==> config.mk <==
export PLATFORM = sky130hd
export DESIGN_NAME = line_result_i2c
export DESIGN_NICKNAME = d
export VERILOG_FILES = /design/src/rtl/line_result_i2c.sv
export SDC_FILE = /design/constraint.sdc
export NUM_CORES = 1
export LEC_CHECK = 0
export BUFFER_PORTS_ARGS = -buffer_cell sky130_fd_sc_hd__buf_2
export CAP_MARGIN = 20
export CORE_ASPECT_RATIO = 0.7
export CORE_MARGIN = 2
export CORE_UTILIZATION = 54
export CTS_CLUSTER_SIZE = 20
export DETAILED_ROUTE_END_ITERATION = 7
export PLACE_DENSITY = 0.74
export SYNTH_ARGS = -nofsm -noshare
export SYNTH_HDL_FRONTEND = slang
export SYNTH_SLANG_ARGS = --single-unit
==> constraint.sdc <==
create_clock -name clk -period 3.6 [get_ports clk]
set_input_delay 0.72 -clock clk [delete_from_list [all_inputs] [get_ports clk]]
set_output_delay 0.72 -clock clk [all_outputs]
set_load 0.03 [all_outputs]
==> src/rtl/line_result_i2c.sv <==
module line_result_i2c #(
  parameter logic [6:0] DEV_ADDR = 7'h5A,
  parameter int         NBYTES   = 5,
  localparam int        W        = 8 * NBYTES,
  localparam int        CW       = $clog2(NBYTES + 2)
) (
  input  logic         clk,
  input  logic         rst_n,
  input  logic [W-1:0] line_data,
  input  logic         line_done,
  input  logic         line_err,
  input  logic         scl_in,
  input  logic         sda_in,
  output logic         sda_oe
);

  localparam logic [CW-1:0] LASTB = CW'(NBYTES - 1);
  localparam logic [CW-1:0] SATB  = CW'(NBYTES + 1);

  typedef enum logic [2:0] {S_IDLE, S_ADDR, S_AACK, S_TX, S_MACK} st_t;

  logic [1:0] scl_sy, sda_sy;
  logic       scl_d, sda_d;
  logic       scl_s, sda_s;

  always_ff @(posedge clk or negedge rst_n)
    if (!rst_n) begin
      scl_sy <= 2'b11;
      sda_sy <= 2'b11;
      scl_d  <= 1'b1;
      sda_d  <= 1'b1;
    end else begin
      scl_sy <= {scl_sy[0], scl_in};
      sda_sy <= {sda_sy[0], sda_in};
      scl_d  <= scl_sy[1];
      sda_d  <= sda_sy[1];
    end

  assign scl_s = scl_sy[1];
  assign sda_s = sda_sy[1];

  wire start_c  = scl_s & scl_d & sda_d & ~sda_s;
  wire stop_c   = scl_s & scl_d & ~sda_d & sda_s;
  wire scl_rise = scl_s & ~scl_d;
  wire scl_fall = ~scl_s & scl_d;

  logic [W-1:0]  stage_q, out_q;
  logic          pend_q, nd_q, addressed_q;
  st_t           st_q;
  logic [2:0]    bit_q;
  logic [7:0]    sr_q;
  logic [CW-1:0] byte_q;
  logic          got8_q, ack_ok_q;

  wire xfer    = pend_q & ~line_done & ~addressed_q;
  wire consume = addressed_q &
                 ((((start_c | stop_c) & (byte_q != '0))) |
                  ((st_q == S_TX) & scl_fall & (bit_q == 3'd7) & (byte_q == LASTB)));

  function automatic logic [7:0] pick(input logic [CW-1:0] idx);
    logic [W-1:0] sh;
    sh = out_q << {idx, 3'b000};
    return (nd_q && idx <= LASTB) ? sh[W-1 -: 8] : 8'hFF;
  endfunction

  always_ff @(posedge clk or negedge rst_n)
    if (!rst_n) begin
      stage_q <= '0;
      out_q   <= '0;
      pend_q  <= 1'b0;
    end else if (line_done) begin
      stage_q <= line_data;
      pend_q  <= ~line_err;
    end else if (xfer) begin
      out_q  <= stage_q;
      pend_q <= 1'b0;
    end

  always_ff @(posedge clk or negedge rst_n)
    if (!rst_n)        nd_q <= 1'b0;
    else if (xfer)     nd_q <= 1'b1;
    else if (consume)  nd_q <= 1'b0;

  always_ff @(posedge clk or negedge rst_n)
    if (!rst_n) begin
      st_q        <= S_IDLE;
      bit_q       <= '0;
      sr_q        <= '0;
      byte_q      <= '0;
      got8_q      <= 1'b0;
      ack_ok_q    <= 1'b0;
      addressed_q <= 1'b0;
      sda_oe      <= 1'b0;
    end else if (start_c) begin
      st_q        <= S_ADDR;
      bit_q       <= '0;
      got8_q      <= 1'b0;
      addressed_q <= 1'b0;
      sda_oe      <= 1'b0;
    end else if (stop_c) begin
      st_q        <= S_IDLE;
      addressed_q <= 1'b0;
      sda_oe      <= 1'b0;
    end else begin
      case (st_q)
        S_ADDR: begin
          if (scl_rise) begin
            sr_q  <= {sr_q[6:0], sda_s};
            bit_q <= bit_q + 3'd1;
            if (bit_q == 3'd7) got8_q <= 1'b1;
          end else if (scl_fall && got8_q) begin
            got8_q <= 1'b0;
            if (sr_q == {DEV_ADDR, 1'b1}) begin
              st_q        <= S_AACK;
              sda_oe      <= 1'b1;
              addressed_q <= 1'b1;
              byte_q      <= '0;
            end else begin
              st_q <= S_IDLE;
            end
          end
        end
        S_AACK: begin
          if (scl_fall) begin
            sr_q   <= pick(byte_q);
            sda_oe <= ~pick(byte_q)[7];
            bit_q  <= '0;
            st_q   <= S_TX;
          end
        end
        S_TX: begin
          if (scl_fall) begin
            if (bit_q == 3'd7) begin
              sda_oe <= 1'b0;
              st_q   <= S_MACK;
              if (byte_q != SATB) byte_q <= byte_q + 1'b1;
            end else begin
              sr_q   <= {sr_q[6:0], 1'b1};
              sda_oe <= ~sr_q[6];
              bit_q  <= bit_q + 3'd1;
            end
          end
        end
        S_MACK: begin
          if (scl_rise) ack_ok_q <= ~sda_s;
          else if (scl_fall) begin
            if (ack_ok_q) begin
              sr_q   <= pick(byte_q);
              sda_oe <= ~pick(byte_q)[7];
              bit_q  <= '0;
              st_q   <= S_TX;
            end else begin
              st_q <= S_IDLE;
            end
          end
        end
        default: ;
      endcase
    end

endmodule


After elaboration in Yosys (flattened, before gate mapping). Index checks and enable logic that the tools add are counted.

Latch bits: 0. Memories kept: 0. Register bits after elaboration: 109. ROM bits: 0. Memory bits (writable): 0. Word-level logic and storage cells: 172. Bits of input ports: 46. Output and inout bits: 1.

Multiply operators: 0. Equal/unequal tests: 39. Bitwise gates (word level): 27. Muxes and demuxes: 63. Reduce and logical (&&, ||, !) cells: 23. Magnitude comparators: 1. Divide/modulo/power cells: 0. Add/sub/neg operators: 2. Shift-type cells: 1.

Operator list (count): 3-bit two-way mux (24); 8-bit two-way mux (8); 40-bit by 6-bit << shifter with 40-bit output (1); 4-bit != test, second input constant (8); 8-bit one-hot mux with 4 select lines (1); 3-bit != test, second input constant (9); 9-bit AND reduction (3); 1-bit two-way mux (24); 3-bit one-hot mux with 4 select lines (2); 2-bit != test, second input constant (11); 3-bit nonzero test (5); 1-bit bitwise AND (14); 4-bit AND reduction (3); 1-bit inverter (11); 10-bit AND reduction (1); 3-bit == test, second input constant (3); 8-bit == test, second input constant (1); 8-bit AND reduction (1); 2-bit nonzero test (4); 3-bit by 1-bit adder with 3-bit output, second input constant (2); 3-bit by 2-bit == test with 1-bit output, second input constant (2); 3-bit one-hot mux with 2 select lines (1); 6-bit nonzero test (1); 5-bit nonzero test (1); 11 further kinds (15).

Depth between registers and ports, before layout. Gate-level depths: netlist of the first run.

Word-level depth: 10. Depth in mapped cells: 9. Gate-level depth less buffers: 7.

Worst setup path before layout of the first run. Ideal clock, no wire load.

Kind: reg-to-reg. Start point: reg byte_q[0]. End point: reg sda_oe. Setup slack: 1.352 ns. Library setup time: 0.092 ns. Arrival time: 2.156 ns. Stages on the path, launching flop included: 10. Cells stage by stage: dfrtp_1 > buf_2 > buf_2 > inv_1 > ha_1 > inv_1 > a221o_1 > or3_1 > o21a_1 > o31ai_2.

Word-level cells in the longest chain between the ends: 10. Elaborated cells on any way between the ends: 12. Classes of those cells: order compare: 1; shift: 1; mux: 8; bitwise: 1; reduce/logical: 1.

RTL lines: from (decl) (line 52) `logic [CW-1:0] byte_q;`; from (signal assigned) (line 136) `if (byte_q != SATB) byte_q <= byte_q + 1'b1;`; parallel branches: the longest is 2 deep, another holds 40-bit by 6-bit << shifter with 40-bit output; 8-bit two-way mux * (line 63) `return (nd_q && idx <= LASTB) ? sh[W-1 -: 8] : 8'hFF;`; 1-bit inverter * (line 126, 149); 1-bit two-way mux (line 147) `if (ack_ok_q) begin`; 1-bit two-way mux (line 146) `else if (scl_fall) begin`; 1-bit two-way mux (line 145) `if (scl_rise) ack_ok_q <= ~sda_s;`; 1-bit one-hot mux with 4 select lines * (line 105) `case (st_q)`; 1-bit two-way mux * (line 100) `end else if (stop_c) begin`; 1-bit two-way mux * (line 94) `end else if (start_c) begin`; to (signal assigned) (line 126) `sda_oe <= ~pick(byte_q)[7];`; to (signal assigned) (line 139) `sda_oe <= ~sr_q[6];`; to (signal assigned) (line 149) `sda_oe <= ~pick(byte_q)[7];`; to (decl) (line 14) `output logic sda_oe`.

Mark *: on every way between the ends. The select of a mux whose other input is x is not followed. A chain may end at the register's enable or synchronous reset.

Final worst setup path of the first run. Ends and elaborated chain as after synthesis.

==> results.md, run 1 <==
* Largest net degree at the start of global routing at 71
* Synth cell count leaders: 103 x dfrtp_1, 80 x mux2_2, 21 x o21ai_0
* First-pass GRT wire length at about 17000 um
* P_leak at 2.36 nW
* CP endpoint kind: flip-flop
* Clock-pin transition on the worst setup and hold timing paths at 0.07 ns
* Top-count cell post-synth: dfrtp_1
* CTS Hold Bufs at 0
* Clock Path Buffers at 2
* Reg2reg setup slack at between 1 and 1.5 ns
* Run status: finished clean
* Vias per cell at 5.69
* # port buffers at 46
* Die H at between 80 and 90 um
* Total clock sinks at 109
* Mux contribution to synthesized area at roughly 22%
* Max rail drop VDD at 0.309 mV
* Critical Path Fanout Max at 21
* DR iter-0 viols at 237
* Fmax at 399 MHz
* Total of max-cap violations at 0
* Met2 wire length at 4240 um
* Hold crit path type: flip-flop to flip-flop
* PostCTS Resize Cnt at 0
* Hold Violations, Final at 0
* Syn_nets at between 400 and 500
* Global Route Usage Sum at a little over a fifth
* Htree depth at 3
* Compound-cell area share of the yosys netlist at 11.5%
* RSZ-0062 raised after global routing: no
* Adder-cell share of the synthesized area at ~1.3%
* Largest family of logic cells by synthesized area: multiplexers
* Yosys warning count at 0
* WP data arrival at 2.78 ns
* Simple-gate portion of the synthesized area at 6.84%
* Area Overhead vs Synth at 12.2%
* Post-Route Utilization at 62.0%
* DIE AREA at 10000 um^2
* DRC Markers at 0
* Register area share after synthesis at 54.8%
* GP Congestion at 0.883
* TritonCTS clock tree: done
* Cell count after synthesis at 402
* Detail Route Antenna Nets at 0
* Row Count at 29
* Synthesized area per cell at 12.4 um^2
* Max_slew headroom at 32.0%
* Root Driver: clkbuf_16
* Mapped cell area at 4990 um^2
* Total Nets Final at approximately 500
* Layout cells sized above 1 at roughly a third
* Final Setup Violations at 0
* Top-area cell type share of the netlist area at about half
* Die width at 119 um
* Main synth FF type: dfrtp_1
* Drt pass-1 iters at 4
* Crit path time final at 2.51 ns
* Vias in the first global route at between 3k and 4k
* Via count at 3221
* Post-DP HPWL at 6690 um
* DR WL met3 at 578 um
* Period utilization at 69.7%
* Crit start category: flip-flop
* EDFF count, synth at 0
* Setup Crit Path Kind: flip-flop to flip-flop
* Num ports at 47
* P per Cell Area at roughly 600 nW/um^2
* TritonCTS buffer count at 9
* Top Layer Used: met4
* Area of the multi-input gates at 2090 um^2
* Initial antenna violation count at 0
* Layout filler cell count at 730
* Total gr overflow at 0
* Postcts setup bufs at 0
* Drt total wl at approximately 10000 um
* Worst-margin pin slew at 1.02 ns
* Design Power at between 3 and 4 mW
* Post-synth cell types at 51
* Flops & latches, synth at 109
* Req. time, crit path at 3.87 ns
* Post-synth top area cell: dfrtp_1
* Wire length per cell at 17.5 um
* Final Skew at 0.0104 ns
* Met1 WL at 4970 um
* Later-pin clock latency in the skew report at 0.35 ns
* Core area at 9030 um^2
* Register area at 2740 um^2
* XOR/XNOR share of the synthesized area at 0.175%
* # diodes at 0
* Starting density of the core at 55.3%
* Top cells by area, synth: dfrtp_1 52%, mux2_2 18%, mux2i_1 3.6%
* FFs w/ async S/R, synth at 100%
* Slew Limit Fails at 0
* Setup Total Neg Slack at 0 ns
## power breakdown
part | internal, mW | switching (mW) | leakage (nW)
Clock | 0.563 | 0.444 | 0.140
Combinational | 0.315 | 0.244 | 0.912
Sequential | 1.52 | 0.179 | 1.31
Total | 2.40 | 0.868 | 2.36
## worst paths after layout
kind                                            start  cells past startpoint                      end
worst max-delay path            byte_q[0]$_DFFE_PN0P_                      7       sda_oe$_DFFE_PN0P_
worst min-delay path              sda_sy[0]$_DFF_PN1_                      0      sda_sy[1]$_DFF_PN1_
worst max register to register  byte_q[0]$_DFFE_PN0P_                      7       sda_oe$_DFFE_PN0P_
worst min register to register    sda_sy[0]$_DFF_PN1_                      0      sda_sy[1]$_DFF_PN1_
max in group asynchronous                       rst_n                      2  stage_q[37]$_DFFE_PN0P_
min in group asynchronous                       rst_n                      1  stage_q[23]$_DFFE_PN0P_
## cell usage in the layout (no fill, tap or decap), types with 7 or more instances in the layout
| master | Yosys | final |
|---|---|---|
| a21oi_1 | 7 | 7 |
| o21ai_0 | 21 | 21 |
| nor2_1 | 14 | 14 |
| o32a_1 | 7 | 7 |
| buf_2 | 7 | 45 |
| mux2i_1 | 18 | 18 |
| nand2b_1 | 8 | 8 |
| clkbuf_16 | 0 | 9 |
| o32ai_1 | 8 | 8 |
| mux2_2 | 80 | 80 |
| nand2_1 | 19 | 19 |
| inv_1 | 17 | 17 |
| dfrtp_1 | 103 | 103 |
## kinds of logic after synthesis
family                   after synthesis
flip-flops                           109
multiplexers                          99
AO/OA/AOI/OAI                         80
AND/OR/NAND/NOR                       66
buffers and inverters                 42
adder cells (fa/ha/maj)                5
XOR/XNOR                               1
## through the flow
step / setup WS [ns] / hold WS, ns / instance area (um^2) / instances
after CTS: 1.09 / 0.358 / 5600 / 566
after detailed placement: 1.07 / 0.348 / 5310 / 550
after floorplan: 1.35 / 0.345 / 4990 / 402
after global routing: 0.896 / 0.361 / 5600 / 566
after global placement: 1.16 / 0.347 / 5310 / 550
final: 1.09 / 0.358 / 5600 / 566
## per-layer routing
metal	global-route usage (%)	vias to the layer above
met5	0	-
met4	7.79	0
met3	5.91	13
met2	31.3	94
met1	31.7	1593
li1	-	1521
## critical path, cell delays in order, from the launching register on
cell and delay (ns):
dfrtp_1 0.76, inv_1 0.23, ha_1 0.16, inv_1 0.07, a221o_1 0.47, or3_1 0.42
o21a_1 0.13, o31ai_2 0.20
## final cells by class
type	count	area share [%]
sequential	109	48.8
multi-input combinational	251	37.2
tap	124	2.77
inverter	17	1.14
timing repair buffer	49	4.78
clock inverter	3	0.826
clock buffer	13	4.47
## state kept, by name (all words and copies together) (netlist names), 2 cells and up
signal	flops
bit_q	3
byte_q	3
out_q	40
scl_sy	2
sda_sy	2
sr_q	8
st_q	3
stage_q	40
(Power assumes the default switching activity.)
==> inputs of run 2 (changes only) <==
==> constraint.sdc (replaced) <==
create_clock -name clk -period 2.4 [get_ports clk]
set_input_delay 0.48 -clock clk [delete_from_list [all_inputs] [get_ports clk]]
set_output_delay 0.48 -clock clk [all_outputs]
set_load 0.03 [all_outputs]
==> results.md, run 2 (synthesized netlist as in run 1, its figures left out) <==
* DR iter-0 viols at 285 (was 237)
* Critical Path Fanout Max at 12 (was 21)
* Combinational share of power at 17.5% (was 17.1%)
* Die H at 84.5 um (unchanged)
* Switching Fraction at 26.1% (was 26.5%)
* Global Route Usage Sum at 21.7% (about the same)
* Drt total wl at 9980 um (was 9930 um)
* Fmax at 469 MHz (was 399 MHz)
* Sequential share of power at 50.8% (was 52.1%)
* Post-DP HPWL at 7180 um (was 6690 um)
* # port buffers at 46 (unchanged)
* CTS Hold Bufs at 0 (unchanged)
* Total clock sinks at 109 (unchanged)
* CP Cell Sequence: or3b_1 > o221ai_1 > o2111a_1 > mux2_2 (was inv_1 > ha_1 > inv_1 > a221o_1 > or3_1 > o21a_1 > o31ai_2)
* GP Congestion at 0.890 (was 0.883)
* DIE AREA at 10000 um^2 (unchanged)
* Period utilization at 88.8% (was 69.7%)
* Max_slew headroom at 68.1% (was 32.0%)
* PostCTS Resize Cnt at 0 (unchanged)
* Row Count at 29 (unchanged)
* Worst-margin pin slew at 0.479 ns (was 1.02 ns)
* Vias in the first global route at 3329 (was 3246)
* Final Skew at 0.00588 ns (was 0.0104 ns)
* Wire length per cell at 17.2 um (was 17.5 um)
* Num ports at 47 (unchanged)
* Met2 wire length at 4360 um (was 4240 um)
* Starting density of the core at 55.3% (unchanged)
* Commonest cells after routing, fill and taps aside: 103 x dfrtp_1, 80 x mux2_2, 45 x buf_2 (unchanged)
* Clock power share at 31.7% (was 30.8%)
* TritonCTS buffer count at 9 (unchanged)
* Total of max-cap violations at 0 (unchanged)
* WP buf/inv at 0 (was 2)
* Design Power at 5.01 mW (was 3.27 mW)
* # diodes at 0 (unchanged)
* Biggest regs: out_q: 40 flops, stage_q: 40 flops, sr_q: 8 flops (unchanged)
* Commonest non-fill, non-tap cell in the layout: dfrtp_1 (unchanged)
* Reg2reg setup slack at 0.27 ns (was 1.09 ns)
* First-pass GRT wire length at 17000 um (was 16800 um)
* WP data arrival at 2.37 ns (was 2.78 ns)
* Internal power at 3.70 mW (was 2.40 mW)
* FF-to-FF path depth at 4 (was 7)
* Vias per cell at 5.65 (was 5.69)
* Setup Crit Path Kind: flip-flop to flip-flop (unchanged)
* P_leak at 2.46 nW (was 2.36 nW)
* Hold crit path type: input port to async pin (was flip-flop to flip-flop)
* Hold WS at 0.0866 ns (was 0.358 ns)
* R2r endpoint: sr_q[3]$_DFFE_PN0P_ (was sda_oe$_DFFE_PN0P_)
* Sw Pwr at 1.31 mW (was 0.868 mW)
* RSZ-0062 raised after global routing: no (unchanged)
* Slew Limit Fails at 0 (unchanged)
* Final Setup Violations at 0 (unchanged)
* Top Family by Delay on Critical Path: compound AO/OA/AOI/OAI gates (unchanged)
* Postcts setup bufs at 0 (unchanged)
* Largest net degree at the start of global routing at 50 (was 71)
* Die width at 119 um (unchanged)
* Area Overhead vs Synth at 15.5% (was 12.2%)
* Post-Route Utilization at 63.8% (was 62.0%)
* Met1 WL at 4960 um (was 4970 um)
* Initial antenna violation count at 0 (unchanged)
* Total Nets Final at 503 (was 488)
* Setup Total Neg Slack at 0 ns (unchanged)
* Core area at 9030 um^2 (unchanged)
* Total gr overflow at 0 (unchanged)
* Layout filler cell count at 724 (was 730)
* Clock-pin transition on the worst setup and hold timing paths at 0.07 ns (about the same)
* Drt pass-1 iters at 5 (was 4)
* DR WL met3 at 552 um (was 578 um)
* Via count at 3283 (was 3221)
* Max stage delay on crit path at 0.51 ns (was 0.76 ns)
* Req. time, crit path at 2.63 ns (was 3.87 ns)
* CP endpoint kind: flip-flop (unchanged)
* Layout cells sized above 1 at 37.4% (was 34.8%)
* TritonCTS clock tree: done (unchanged)
* CP max stage cell: dfrtp_1 (unchanged)
* Run status: finished clean (unchanged)
* Detail Route Antenna Nets at 0 (unchanged)
* Crit start category: flip-flop (unchanged)
* Root Driver: clkbuf_16 (unchanged)
* DRC Markers at 0 (unchanged)
* Max rail drop VDD at 0.599 mV (was 0.309 mV)
* R2r startpoint: st_q[1]$_DFFE_PN0P_ (was byte_q[0]$_DFFE_PN0P_)
* Later-pin clock latency in the skew report at 0.35 ns (about the same)
* P per Cell Area at 868 nW/um^2 (was 584 nW/um^2)
* Clock Path Buffers at 2 (unchanged)
* Crit path time final at 2.13 ns (was 2.51 ns)
* Top Layer Used: met4 (unchanged)
* Htree depth at 3 (unchanged)
* Hold Violations, Final at 0 (unchanged)
## run 2: final cells by class
| type | instances | area (um^2) | area share (%) |
|---|---|---|---|
| clock inverters | 6 | 93.8 | 1.63 |
| well taps | 124 | 155 | 2.69 |
| inverters | 17 | 63.8 | 1.11 |
| clock buffers | 10 | 229 | 3.97 |
| flip-flops and latches | 109 | 2740 | 47.4 |
| repair buffers | 64 | 405 | 7.03 |
| multi-input cells | 251 | 2090 | 36.2 |
## run 2: worst max-delay path by stage
stage	startpoint	end	slack, ns	cells past startpoint
after floorplan	byte_q[0]$_DFFE_PN0P_	sda_oe$_DFFE_PN0P_	0.15	9
after global routing	scl_sy[1]$_DFF_PN1_	sr_q[3]$_DFFE_PN0P_	0.09	5
after global placement	st_q[1]$_DFFE_PN0P_	sr_q[0]$_DFFE_PN0P_	0.37	4
after detailed placement	st_q[1]$_DFFE_PN0P_	sr_q[3]$_DFFE_PN0P_	0.30	4
after CTS	st_q[1]$_DFFE_PN0P_	sr_q[3]$_DFFE_PN0P_	0.29	4
final	st_q[1]$_DFFE_PN0P_	sr_q[3]$_DFFE_PN0P_	0.27	4
## run 2: routing by layer
layer | up-vias | track usage [%]
li1 | 1555 | -
met1 | 1618 | 32.9
met2 | 98 | 31.1
met3 | 12 | 5.77
met4 | 0 | 5.63
met5 | - | 0
## run 2: metrics by stage
step                      setup slack, ns  cell area, um^2  instances
after CTS                           0.286             5770        581
after detailed placement            0.298             5450        565
after global placement              0.367             5450        565
final                               0.268             5770        581
after global routing               0.0857             5770        581
after floorplan                     0.152             4990        402
## run 2: power groups by stage
stage | Combinational [mW] | Sequential [mW] | Clock [mW]
5_1_grt | 0.964 | 2.60 | 1.72
3_5_place_dp | 0.881 | 2.57 | 0
3_3_place_gp | 0.838 | 2.55 | 0
6_report | 0.876 | 2.54 | 1.59
4_1_cts | 0.890 | 2.54 | 1.63
2_1_floorplan | 0.635 | 2.48 | 0
==> inputs of run 3 (changes only) <==
--- a/config.mk
+++ b/config.mk
@@ -5,6 +5,7 @@
 export SDC_FILE = /design/constraint.sdc
 export NUM_CORES = 1
 export LEC_CHECK = 0
+export ABC_AREA = 1
 export BUFFER_PORTS_ARGS = -buffer_cell sky130_fd_sc_hd__buf_2
 export CAP_MARGIN = 20
 export CORE_ASPECT_RATIO = 0.7
==> results.md, run 3 <==
* Run status: finished clean (unchanged)
* CTS Hold Bufs at 0 (unchanged)
* Max_slew headroom at 57.1% (was 68.1%)
* Post-synth top area cell: dfrtp_1 (unchanged)
* Post-synth cell types at 32 (was 51)
* Commonest non-fill, non-tap cell in the layout: nand2_1 (was dfrtp_1)
* Wire length per cell at 13.5 um (was 17.2 um)
* DRC Markers at 0 (unchanged)
* GP Congestion at 0.853 (was 0.890)
* Drt total wl at 10600 um (was 9980 um)
* Max rail drop VDD at 0.414 mV (was 0.599 mV)
* Clock-pin transition on the worst setup and hold timing paths at 0.07 ns (about the same)
* Total clock sinks at 109 (unchanged)
* Hold crit path type: input port to async pin (unchanged)
* Vias per cell at 5.06 (was 5.65)
* # port buffers at 46 (unchanged)
* Total of max-cap violations at 0 (unchanged)
* Area Overhead vs Synth at 12.7% (was 15.5%)
* Top-area cell type share of the netlist area at 50.8% (was 51.6%)
* Htree depth at 3 (unchanged)
* Layout filler cell count at 822 (was 724)
* Initial antenna violation count at 1 (was 0)
* Reg2reg setup slack at 0.55 ns (was 0.27 ns)
* TritonCTS buffer count at 9 (unchanged)
* Worst-margin pin slew at 0.644 ns (was 0.479 ns)
* # diodes at 0 (unchanged)
* Hold Violations, Final at 0 (unchanged)
* Placed cells at 776 (was 565)
* Via count at 3994 (was 3283)
* Post-Route Utilization at 62.8% (was 63.8%)
* Setup Total Neg Slack at 0 ns (unchanged)
* Period utilization at 77.0% (was 88.8%)
* Final std cells w/o fill at 789 (was 581)
* Root Driver: clkbuf_16 (unchanged)
* Top cells by area, synth: dfrtp_1 51%, nand2_1 14%, o21ai_0 10% (was dfrtp_1 52%, mux2_2 18%, mux2i_1 3.6%)
* Req. time, crit path at 2.65 ns (was 2.63 ns)
* TritonCTS clock tree: done (unchanged)
* Final Skew at 0.00798 ns (was 0.00588 ns)
* First-pass GRT wire length at 18300 um (was 17000 um)
* Num ports at 47 (unchanged)
* Total Nets Final at 714 (was 503)
* Setup Crit Path Kind: flip-flop to flip-flop (unchanged)
* Hold WS at 0.0318 ns (was 0.0866 ns)
* Final Setup Violations at 0 (unchanged)
* Row Count at 29 (unchanged)
* Detail Route Antenna Nets at 0 (unchanged)
* Register area share after synthesis at 53.9% (was 54.8%)
* Largest net degree at the start of global routing at 81 (was 50)
* Syn_nets at 674 (was 453)
* DIE AREA at 10200 um^2 (was 10000 um^2)
* Biggest regs: out_q: 40 flops, stage_q: 40 flops, sr_q: 8 flops (unchanged)
* P_leak at 2.96 nW (was 2.46 nW)
* Core area at 9110 um^2 (was 9030 um^2)
* PostCTS Resize Cnt at 0 (unchanged)
* Layout cells sized above 1 at 15.3% (was 37.4%)
* Synthesized area per cell at 8.14 um^2 (was 12.4 um^2)
* Design Power at 4.69 mW (was 5.01 mW)
* Later-pin clock latency in the skew report at 0.35 ns (about the same)
* Vias in the first global route at 3753 (was 3329)
* WP data arrival at 2.09 ns (was 2.37 ns)
* Worst slack, placed at 0.603 ns (was 0.298 ns)
* Dpl cell area at 5420 um^2 (was 5450 um^2)
* Commonest cells after routing, fill and taps aside: 195 x nand2_1, 103 x o21ai_0, 103 x dfrtp_1 (was 103 x dfrtp_1, 80 x mux2_2, 45 x buf_2)
* Clock Path Buffers at 2 (unchanged)
* Yosys warning count at 0 (unchanged)
* Crit start category: flip-flop (unchanged)
* DR iter-0 viols at 275 (was 285)
* Drt pass-1 iters at 5 (unchanged)
* Critical Path Fanout Max at 12 (unchanged)
* Top-count cell post-synth: nand2_1 (was dfrtp_1)
* Register area at 2740 um^2 (unchanged)
* P per Cell Area at 820 nW/um^2 (was 868 nW/um^2)
* Mapped cell area at 5070 um^2 (was 4990 um^2)
* Die H at 85.1 um (was 84.5 um)
* CP endpoint kind: flip-flop (unchanged)
* Fmax at 541 MHz (was 469 MHz)
* Main synth FF type: dfrtp_1 (unchanged)
* Die width at 120 um (was 119 um)
* Setup WS post-layout at 0.552 ns (was 0.268 ns)
* Starting density of the core at 55.7% (was 55.3%)
* Post-DP HPWL at 7590 um (was 7180 um)
* Slew Limit Fails at 0 (unchanged)
* Crit path time final at 1.85 ns (was 2.13 ns)
* Total gr overflow at 0 (unchanged)
* Postcts setup bufs at 0 (unchanged)
* Global Route Usage Sum at 23.1% (was 21.7%)
* Design area at 5720 um^2 (was 5770 um^2)
* Flops & latches, synth at 109 (unchanged)
* Synth cell count leaders: 195 x nand2_1, 103 x dfrtp_1, 103 x o21ai_0 (was 103 x dfrtp_1, 80 x mux2_2, 21 x o21ai_0)
* RSZ-0062 raised after global routing: no (unchanged)
* FFs w/ async S/R, synth at 100% (unchanged)
* Area of the multi-input gates at 1960 um^2 (was 2090 um^2)
* Cell count after synthesis at 623 (was 402)
* EDFF count, synth at 0 (unchanged)
-- run 3: changes by cell type after synthesis, moves of 17 or more --
cell	previous run	this run
nand2_1	19	195
o21ai_0	21	103
mux2_2	80	0
inv_1	17	65
nor2_1	14	46
mux2i_1	18	0
nand3_1	3	20
-- run 3: cell type report --
| class | instances | share of cell area [%] |
|---|---|---|
| sequential | 109 | 47.9 |
| inverter | 73 | 4.93 |
| clock buffer | 9 | 3.94 |
| timing repair buffer | 51 | 4.95 |
| clock inverter | 4 | 1.29 |
| multi-input combinational | 419 | 34.3 |
| tap | 124 | 2.71 |
-- run 3: per-layer routing --
layer	wire length [um]	GRT usage (%)	vias to the layer above
met5	10	0	-
met4	173	7.70	2
met3	676	5.78	17
met2	4330	32.7	113
met1	5430	35.0	1829
li1	-	-	2033
-- run 3: worst paths after layout --
kind / from / endpoint / depth (start not counted)
max in group asynchronous: rst_n / sda_sy[0]$_DFF_PN1_ / 2
setup / recovery: byte_q[1]$_DFFE_PN0P_ / sda_oe$_DFFE_PN0P_ / 8
setup reg to reg: byte_q[1]$_DFFE_PN0P_ / sda_oe$_DFFE_PN0P_ / 8
min in group clk: sda_in / sda_sy[0]$_DFF_PN1_ / 1
hold reg to reg: sda_sy[0]$_DFF_PN1_ / sda_sy[1]$_DFF_PN1_ / 0
hold / removal: rst_n / stage_q[33]$_DFFE_PN0P_ / 1
-- run 3: cells by family (layout without fill, tap and decap cells) --
| family | after synthesis | in the layout | share of synthesized area, % |
|---|---|---|---|
| compound gates | 128 | 128 | 12.9 |
| xor+xnor | 1 | 1 | 0.173 |
| fa+ha+maj | 5 | 5 | 1.23 |
| buf+inv | 95 | 137 | 7.50 |
| flops | 109 | 109 | 53.9 |
| simple gates | 285 | 285 | 24.3 |
-- run 3: worst max-delay path, stage by stage (launching register included) --
cell and delay [ns]:
dfrtp_1 0.59, inv_2 0.16, ha_1 0.25, o21ai_2 0.36, nor2_1 0.11, nand3_1 0.10, nand2_1 0.06, nand4_1 0.06
nand2_1 0.05
-- run 3: power by group --
group          switching (mW)  internal (mW)
clock                   0.634          0.898
sequential              0.178           2.12
combinational           0.542          0.315
